[src/rtl/rbank_pkg.sv]
// Shared opcode encoding and stage count for the row-buffered bank engine.
// Assumes a 3-bit opcode field on the command bus.
package rbank_pkg;
    typedef enum logic [2:0] {
        OP_IDLE = 3'd0,
        OP_PRE  = 3'd1,
        OP_RD2B = 3'd2,
        OP_WR2B = 3'd3,
        OP_RD2S = 3'd4,
        OP_WR2S = 3'd5,
        OP_REF  = 3'd6,
        OP_BAD  = 3'd7
    } rbank_op_e;

    // Number of pipeline stages in an array command (decode, access, latch).
    localparam int ARRAY_STAGES = 3;

    // True for commands that touch the storage array.
    function automatic logic is_array_op(input logic [2:0] op);
        return (op == OP_RD2B) || (op == OP_WR2B) || (op == OP_REF);
    endfunction
endpackage

[src/rtl/rbank_decode.sv]
// Command acceptance logic: checks bank match, precharge state, busy state
// and buffer conflicts; produces one accept strobe per command class.
// Assumes cmd_buf indexes an existing buffer.
module rbank_decode
    import rbank_pkg::*;
#(
    parameter int BANK_W  = 2,
    parameter int BANK_ID = 1,
    parameter int BUF_W   = 1
) (
    input  logic              cmd_valid,
    input  logic [2:0]        cmd_op,
    input  logic [BANK_W-1:0] cmd_bank,
    input  logic [BUF_W-1:0]  cmd_buf,
    input  logic              busy,
    input  logic              precharged,
    input  logic              busy_has_buf,
    input  logic [BUF_W-1:0]  busy_buf,
    output logic              acc_pre,
    output logic              acc_arr,
    output logic              acc_rd,
    output logic              acc_wr,
    output logic              reject
);
    logic hit;
    logic conflict;

    // Classify the incoming command and decide whether it may proceed.
    always_comb begin
        hit      = cmd_valid && (cmd_bank == BANK_W'(BANK_ID)) && (cmd_op != OP_IDLE);
        conflict = busy && busy_has_buf && (cmd_buf == busy_buf);
        acc_pre  = hit && (cmd_op == OP_PRE) && !busy;
        acc_arr  = hit && is_array_op(cmd_op) && !busy && precharged;
        acc_rd   = hit && (cmd_op == OP_RD2S) && !conflict;
        acc_wr   = hit && (cmd_op == OP_WR2S) && !conflict;
        reject   = hit && !(acc_pre || acc_arr || acc_rd || acc_wr);
    end
endmodule

[src/rtl/rbank_array.sv]
// Storage array plus the array-command sequencer. An accepted fetch,
// write-back or refresh runs for ARRAY_STAGES cycles; its effect lands on the
// last stage edge. A write-back copies its buffer in the command cycle.
// Assumes the decoder never accepts an array command while busy.
module rbank_array
    import rbank_pkg::*;
#(
    parameter int ROWS     = 8,
    parameter int ROW_W    = 3,
    parameter int BUF_W    = 1,
    parameter int ROW_BITS = 256
) (
    input  logic                clk,
    input  logic                rst_n,
    input  logic                acc_pre,
    input  logic                acc_arr,
    input  logic [2:0]          op_in,
    input  logic [ROW_W-1:0]    row_in,
    input  logic [BUF_W-1:0]    buf_in,
    input  logic                restore_in,
    input  logic [ROW_BITS-1:0] buf_row_in,
    output logic                busy,
    output logic                busy_has_buf,
    output logic [BUF_W-1:0]    busy_buf,
    output logic                precharged,
    output logic                ld_en,
    output logic [BUF_W-1:0]    ld_buf,
    output logic [ROW_BITS-1:0] ld_data
);
    localparam int          CNT_W    = $clog2(ARRAY_STAGES + 1);
    localparam logic [CNT_W-1:0] CNT_START = CNT_W'(ARRAY_STAGES - 1);

    logic [ROW_BITS-1:0] mem [ROWS];
    logic [CNT_W-1:0]    cnt;
    logic [2:0]          op_q;
    logic [ROW_W-1:0]    row_q;
    logic [BUF_W-1:0]    buf_q;
    logic                restore_q;
    logic [ROW_BITS-1:0] snap;
    logic                pre_q;
    logic                last_stage;

    assign last_stage   = (cnt == CNT_W'(1));
    assign busy         = (cnt != '0);
    assign busy_has_buf = (op_q != OP_REF);
    assign busy_buf     = buf_q;
    assign precharged   = pre_q;
    assign ld_en        = last_stage && (op_q == OP_RD2B);
    assign ld_buf       = buf_q;
    assign ld_data      = mem[row_q];

    // Sequence array commands and apply their effect on the final stage.
    always_ff @(posedge clk) begin
        if (!rst_n) begin
            cnt       <= '0;
            op_q      <= OP_IDLE;
            row_q     <= '0;
            buf_q     <= '0;
            restore_q <= 1'b0;
            snap      <= '0;
            pre_q     <= 1'b1;
            for (int r = 0; r < ROWS; r++) mem[r] <= '0;
        end else begin
            if (acc_pre) pre_q <= 1'b1;
            if (acc_arr) begin
                pre_q     <= 1'b0;
                cnt       <= CNT_START;
                op_q      <= op_in;
                row_q     <= row_in;
                buf_q     <= buf_in;
                restore_q <= restore_in;
                snap      <= buf_row_in;
            end else if (busy) begin
                cnt <= cnt - CNT_W'(1);
            end
            if (last_stage) begin
                if (op_q == OP_RD2B && !restore_q) mem[row_q] <= '0;
                else if (op_q == OP_WR2B)          mem[row_q] <= snap;
            end
        end
    end
endmodule

[src/rtl/rbank_buffers.sv]
// Static row buffer file: NBUF registers, each one whole row wide. There is a
// whole-row load port from the array, a word write port from the bus, a word
// read port and a whole-row read port. Assumes a row load and a word write
// never target the same buffer in the same cycle.
module rbank_buffers #(
    parameter int NBUF   = 2,
    parameter int WORDS  = 4,
    parameter int WIDTH  = 64,
    parameter int BUF_W  = 1,
    parameter int WORD_W = 2
) (
    input  logic                   clk,
    input  logic                   rst_n,
    input  logic                   ld_en,
    input  logic [BUF_W-1:0]       ld_buf,
    input  logic [WORDS*WIDTH-1:0] ld_data,
    input  logic                   wr_en,
    input  logic [BUF_W-1:0]       wr_buf,
    input  logic [WORD_W-1:0]      wr_word,
    input  logic [WIDTH-1:0]       wr_data,
    input  logic [BUF_W-1:0]       rd_buf,
    input  logic [WORD_W-1:0]      rd_word,
    output logic [WIDTH-1:0]       rd_data,
    input  logic [BUF_W-1:0]       row_sel,
    output logic [WORDS*WIDTH-1:0] row_data
);
    localparam int ROW_BITS = WORDS * WIDTH;

    logic [ROW_BITS-1:0] bufs [NBUF];

    for (genvar b = 0; b < NBUF; b++) begin : g_buf
        logic [ROW_BITS-1:0] row_q;

        // Hold one open row; take a full row load or a single word update.
        always_ff @(posedge clk) begin
            if (!rst_n) begin
                row_q <= '0;
            end else begin
                if (ld_en && ld_buf == BUF_W'(b)) row_q <= ld_data;
                if (wr_en && wr_buf == BUF_W'(b)) row_q[wr_word*WIDTH +: WIDTH] <= wr_data;
            end
        end
        assign bufs[b] = row_q;
    end

    assign rd_data  = bufs[rd_buf][rd_word*WIDTH +: WIDTH];
    assign row_data = bufs[row_sel];
endmodule

[src/rtl/rbank_wordport.sv]
// Two-stage word path between the buffers and the section bus.
// Read: select the word, then drive the bus (valid two cycles after the
// command). Write: capture from the bus, then latch into the buffer.
// The bus output is forced to zero when no read result is present.
module rbank_wordport #(
    parameter int WIDTH  = 64,
    parameter int BUF_W  = 1,
    parameter int WORD_W = 2
) (
    input  logic              clk,
    input  logic              rst_n,
    input  logic              acc_rd,
    input  logic              acc_wr,
    input  logic [BUF_W-1:0]  cmd_buf,
    input  logic [WORD_W-1:0] cmd_word,
    input  logic [WIDTH-1:0]  wdata,
    input  logic [WIDTH-1:0]  sel_data,
    output logic              wr_en,
    output logic [BUF_W-1:0]  wr_buf,
    output logic [WORD_W-1:0] wr_word,
    output logic [WIDTH-1:0]  wr_data,
    output logic [WIDTH-1:0]  rdata,
    output logic              rvalid
);
    logic             rd_v1;
    logic [WIDTH-1:0] rd_q;

    // Pipeline read selection and bus drive, and stage bus writes.
    always_ff @(posedge clk) begin
        if (!rst_n) begin
            rd_v1   <= 1'b0;
            rd_q    <= '0;
            rvalid  <= 1'b0;
            rdata   <= '0;
            wr_en   <= 1'b0;
            wr_buf  <= '0;
            wr_word <= '0;
            wr_data <= '0;
        end else begin
            rd_v1   <= acc_rd;
            rd_q    <= sel_data;
            rvalid  <= rd_v1;
            rdata   <= rd_v1 ? rd_q : '0;
            wr_en   <= acc_wr;
            wr_buf  <= cmd_buf;
            wr_word <= cmd_word;
            wr_data <= wdata;
        end
    end
endmodule

[src/rtl/rbank_engine.sv]
// Top of one row-buffered memory bank. Connects the decoder, the array
// sequencer, the row buffer file and the word port, and registers the
// reject strobe. Assumes ROWS, WORDS and NBUF are each at least 1 and
// that indices on the command bus are within range.
module rbank_engine #(
    parameter int ROWS    = 8,
    parameter int WORDS   = 4,
    parameter int WIDTH   = 64,
    parameter int NBUF    = 2,
    parameter int BANK_W  = 2,
    parameter int BANK_ID = 1,
    localparam int ROW_W  = (ROWS  > 1) ? $clog2(ROWS)  : 1,
    localparam int WORD_W = (WORDS > 1) ? $clog2(WORDS) : 1,
    localparam int BUF_W  = (NBUF  > 1) ? $clog2(NBUF)  : 1
) (
    input  logic              clk,
    input  logic              rst_n,
    input  logic              cmd_valid,
    input  logic [2:0]        cmd_op,
    input  logic [BANK_W-1:0] cmd_bank,
    input  logic [ROW_W-1:0]  cmd_row,
    input  logic [BUF_W-1:0]  cmd_buf,
    input  logic [WORD_W-1:0] cmd_word,
    input  logic              cmd_restore,
    input  logic [WIDTH-1:0]  wdata,
    output logic [WIDTH-1:0]  rdata,
    output logic              rvalid,
    output logic              ready,
    output logic              precharged,
    output logic              err
);
    localparam int ROW_BITS = WORDS * WIDTH;

    logic                acc_pre, acc_arr, acc_rd, acc_wr, reject;
    logic                busy, busy_has_buf;
    logic [BUF_W-1:0]    busy_buf;
    logic                ld_en;
    logic [BUF_W-1:0]    ld_buf;
    logic [ROW_BITS-1:0] ld_data;
    logic [ROW_BITS-1:0] buf_row;
    logic [WIDTH-1:0]    sel_data;
    logic                wr_en;
    logic [BUF_W-1:0]    wr_buf;
    logic [WORD_W-1:0]   wr_word;
    logic [WIDTH-1:0]    wr_data;

    rbank_decode #(.BANK_W(BANK_W), .BANK_ID(BANK_ID), .BUF_W(BUF_W)) u_decode (
        .cmd_valid(cmd_valid), .cmd_op(cmd_op), .cmd_bank(cmd_bank), .cmd_buf(cmd_buf),
        .busy(busy), .precharged(precharged), .busy_has_buf(busy_has_buf),
        .busy_buf(busy_buf), .acc_pre(acc_pre), .acc_arr(acc_arr),
        .acc_rd(acc_rd), .acc_wr(acc_wr), .reject(reject)
    );

    rbank_array #(.ROWS(ROWS), .ROW_W(ROW_W), .BUF_W(BUF_W), .ROW_BITS(ROW_BITS)) u_array (
        .clk(clk), .rst_n(rst_n), .acc_pre(acc_pre), .acc_arr(acc_arr),
        .op_in(cmd_op), .row_in(cmd_row), .buf_in(cmd_buf), .restore_in(cmd_restore),
        .buf_row_in(buf_row), .busy(busy), .busy_has_buf(busy_has_buf),
        .busy_buf(busy_buf), .precharged(precharged), .ld_en(ld_en),
        .ld_buf(ld_buf), .ld_data(ld_data)
    );

    rbank_buffers #(.NBUF(NBUF), .WORDS(WORDS), .WIDTH(WIDTH), .BUF_W(BUF_W),
                    .WORD_W(WORD_W)) u_buffers (
        .clk(clk), .rst_n(rst_n), .ld_en(ld_en), .ld_buf(ld_buf), .ld_data(ld_data),
        .wr_en(wr_en), .wr_buf(wr_buf), .wr_word(wr_word), .wr_data(wr_data),
        .rd_buf(cmd_buf), .rd_word(cmd_word), .rd_data(sel_data),
        .row_sel(cmd_buf), .row_data(buf_row)
    );

    rbank_wordport #(.WIDTH(WIDTH), .BUF_W(BUF_W), .WORD_W(WORD_W)) u_wordport (
        .clk(clk), .rst_n(rst_n), .acc_rd(acc_rd), .acc_wr(acc_wr),
        .cmd_buf(cmd_buf), .cmd_word(cmd_word), .wdata(wdata), .sel_data(sel_data),
        .wr_en(wr_en), .wr_buf(wr_buf), .wr_word(wr_word), .wr_data(wr_data),
        .rdata(rdata), .rvalid(rvalid)
    );

    assign ready = !busy;

    // Flag a rejected command for exactly one cycle.
    always_ff @(posedge clk) begin
        if (!rst_n) err <= 1'b0;
        else        err <= reject;
    end
endmodule

[config.mk]
export PLATFORM = sky130hd
export DESIGN_NAME = rbank_engine
export DESIGN_NICKNAME = d
export VERILOG_FILES = /design/src/rtl/rbank_pkg.sv /design/src/rtl/rbank_decode.sv /design/src/rtl/rbank_array.sv /design/src/rtl/rbank_buffers.sv /design/src/rtl/rbank_wordport.sv /design/src/rtl/rbank_engine.sv
export SDC_FILE = /design/constraint.sdc
export NUM_CORES = 2
export LEC_CHECK = 0
export BUFFER_PORTS_ARGS = -buffer_cell sky130_fd_sc_hd__buf_2
export CAP_MARGIN = 20
export CELL_PAD_IN_SITES_DETAIL_PLACEMENT = 2
export CELL_PAD_IN_SITES_GLOBAL_PLACEMENT = 2
export CORE_MARGIN = 8
export CORE_UTILIZATION = 34
export CTS_CLUSTER_SIZE = 12
export DETAILED_ROUTE_END_ITERATION = 7
export GPL_ROUTABILITY_DRIVEN = 0
export PLACE_DENSITY = 0.71
export SLEW_MARGIN = 5
export SYNTH_ARGS = -nofsm -noshare
export SYNTH_HDL_FRONTEND = slang
export SYNTH_SLANG_ARGS = --single-unit
[constraint.sdc]
create_clock -name clk -period 11.9 [get_ports clk]
set_input_delay 2.975 -clock clk [delete_from_list [all_inputs] [get_ports clk]]
set_output_delay 2.975 -clock clk [all_outputs]
set_load 0.1 [all_outputs]
==> impl_results.md <==
* Outcome: finished, final reports clean
* Grt ovf at 0
* Area occupied by registers at 81,200 um^2
* First-pass GRT wire length at 666,000 um
* Syn-to-layout area delta at 13.4%
* Initial antenna violation count at 16
* Max Root-Sink Buffers at 4
* RSZ-0062 raised after global routing: false
* Clock power frac at 46.4%
* Cell Area, Synth at 124,000 um^2
* First-pass DRT Iterations at 6
* Setup Buffers After CTS at 0
* Routed wire length at 466,000 um
* Rows at 221
* Yosys reg bits at 3,029
* Yosys top cell by area: edfxtp_1
* Post-detail-place hpwl at 234,000 um
* Vias in the first global route at 90,466
* Layout Utilization at 38.8%
* Clk_lat worst skew at 0.97 ns
* Maximum vdd drop at 112 uV
* Async set-reset flop share out of synthesis at 0%
* Area occupied by multi-input gates at 39,700 um^2
* H-tree levels at 5
* Setup Skew at 0.0613 ns
* Fin nets at 8,884
* Crit Path Category: in -> reg
* EDFF count, synth at 2,048
* Share of layout cells above drive strength 1 at 16.4%
* Hold-fix buffer count after cts at 0
* Worst EP arrival at 6.66 ns
* Clock buffer count from CTS at 346
* WP data required at 12.43 ns
* Final Hold Viols at 0
* Drt drc at 0
* CP max-delay cell: buf_4
* Chip height at 620 um
* Fill count at 35,721
* Post-synthesis sequential area ratio at 65.5%
* Max_cap viols at 0
* Post-synth net total at 8,996
* Initial DRC Count at 8,038
* Share of the clock period used by the worst path at 51.5%
* Initial core utilization at 34.2%
* Slew margin rel. at 17.4%
* Worst path buffer plus inverter count at 4
* Top cells by area, synth: edfxtp_1 (50%), dfxtp_1 (16%), mux4_2 (12%), nor2_1 (6.4%), mux2i_1 (4.6%)
* Routed WL per cell at 33.5 um
* CP endpoint kind: flip-flop
* Switch Pwr at 5180 uW
* Clock Pin Slew Worst Setup and Hold Paths at 0.06 ns
* Port Buf Inserts at 146
* Synth cell types at 48
* Total die area at 384,000 um^2
* Sequential power share at 50.1%
* Share of the synthesized area in the top cell type at 49.6%
* CTS root buf: clkbuf_16
* Power share of the combinational group at 3.5%
* CP max FO at 98
* Cell leakage power at 0.0446 uW
* Worst min-delay path class: reg -> reg
* Largest net degree at the start of global routing at 123
* Fmax at 163 MHz
* Die X at 620 um
* Core Area at 363,000 um^2
* P_int at 18,000 uW
* I/O pin total at 147
* Synth warn at 0
* Max Slew Vio Count at 0
* Syn_area_per_cell at 13.9 um^2
* Total clock sinks at 3,029
* Post-CTS sizing at 0
* Cells along the critical path: buf_6, inv_4, nor4b_2, nand3b_1, buf_12, nand2_4, buf_4
* Via-per-instance ratio at 5.89
* CP max stage delay at 0.90 ns
* Startpoint types: input port
* Clock period minus final worst setup slack at 6.13 ns
* Synth Flop Type: edfxtp_1
* GRT Total Usage at 23.6%
* Total Neg Setup Slack at 0 ns
* Least-Margin Pin Slew at 1.24 ns
* Final setup fails at 0
* TritonCTS clock tree: built
* Sw frac at 22.4%
* P per Cell Area at 165 nW/um^2
* DRT antenna net count at 0
* Mapped Cells at 8,913
* Vias after detailed routing at 81,882
* Cell family with most CP delay: buffers and inverters
==> cell families after synthesis <==
logic type	count (synthesis)	share of synthesized area [%]
buffers and inverters	782	2.78
AOI/OAI and AO/OA	1300	7.15
adders and majority gates	4	0.0404
muxes	1216	16.3
and+or+nand+nor	2581	8.24
xor gates and xnor gates	1	0.00707
DFF	3029	65.5
==> final cells by class <==
cell class                      instances  area share [%]
Clock buffer                          553            7.41
Timing Repair Buffer                  314            1.72
Clock inverter                         93           0.620
Multi-Input combinational cell       5102            28.2
Antenna cell                            4         0.00712
Sequential cell                      3029            57.7
Inverter                                8          0.0231
Tap cell                             4794            4.27
==> final timing paths <==
path | start | end | slack [ns] | cells after the start
worst max-delay path | rst_n | u_array.mem[2][230]$_SDFFCE_PN0P_ | 5.77 | 7
worst min-delay path | u_wordport.rd_q[42]$_SDFF_PN0_ | u_wordport.rdata[42]$_SDFF_PN0_ | 0.46 | 1
worst max register to register | u_array.op_q[2]$_SDFFE_PN0P_ | u_array.mem[2][230]$_SDFFCE_PN0P_ | 7.15 | 6
worst min register to register | u_wordport.rd_q[42]$_SDFF_PN0_ | u_wordport.rdata[42]$_SDFF_PN0_ | 0.46 | 1
==> synth_stat cells (4+ instances only) <==
master,number
a22oi_1,512
buf_6,35
nand3b_1,4
buf_1,79
a22o_1,7
dfxtp_1,981
inv_1,5
o21ai_0,443
a311oi_2,5
edfxtp_1,2048
nand3_1,11
buf_2,191
clkbuf_1,465
nor2_1,2122
nand2_1,277
mux4_2,640
nor3_2,4
and2_1,68
and3b_1,5
o21ai_1,69
mux2i_1,574
and3_1,66
o2bb2ai_1,256
nand2b_1,4
ha_1,4
==> per-layer routing <==
| layer | track usage, % | wire [um] |
|---|---|---|
| met5 | 0 | 19 |
| met4 | 9.27 | 19700 |
| met3 | 3.39 | 30100 |
| met2 | 40.8 | 230000 |
| met1 | 30.0 | 186000 |
==> layout by cell type, fill, tap and decap left out, types with 5 or more instances in the layout <==
master and n:
nor2_1 2120, edfxtp_1 2048, dfxtp_1 977, mux4_2 640, mux2i_1 574, a22oi_1 512, o21ai_0 443, clkbuf_16 367
nand2_1 263, o2bb2ai_1 256, buf_2 144, buf_4 135, clkbuf_1 132, o21ai_1 69, and2_1 68, and3_1 66
clkbuf_8 53, clkinv_2 32, buf_12 30, clkinv_1 28, nand2_4 12, bufinv_16 12, inv_6 10, nand3_1 7
a22o_1 7, inv_1 5, and3b_1 5, a311oi_4 5
==> power groups by stage <==
| stage | registers, uW | clock network (uW) | logic, uW |
|---|---|---|---|
| floorplan | 11800 | 0 | 468 |
| global placement | 11800 | 0 | 796 |
| detailed placement | 11800 | 0 | 810 |
| CTS | 11600 | 10900 | 813 |
| global route | 11600 | 11300 | 833 |
| finish | 11600 | 10700 | 810 |
==> flip-flops by register name, summed over array words and instances (netlist names), 2 cells and up, named ones only <==
signal,count
u_array.cnt,2
u_array.mem,2048
u_array.op_q,3
u_array.row_q,3
u_array.snap,256
u_buffers.g_buf.row_q,512
u_wordport.rd_q,64
u_wordport.rdata,64
u_wordport.wr_data,64
u_wordport.wr_word,2
==> per-stage QoR <==
stage	area (um^2)	instances	hold slack, ns	power, uW	worst slack (ns)
after CTS	140000	13889	0.466	23300	5.77
after detailed placement	129000	13243	0.446	12600	4.82
after global routing	141000	13894	0.476	23700	5.63
final	141000	13897	0.461	23100	5.77
after floorplan	124000	8913	0.429	12300	1.78
after global placement	129000	13242	0.441	12600	4.87
(Power assumes the default switching activity.)
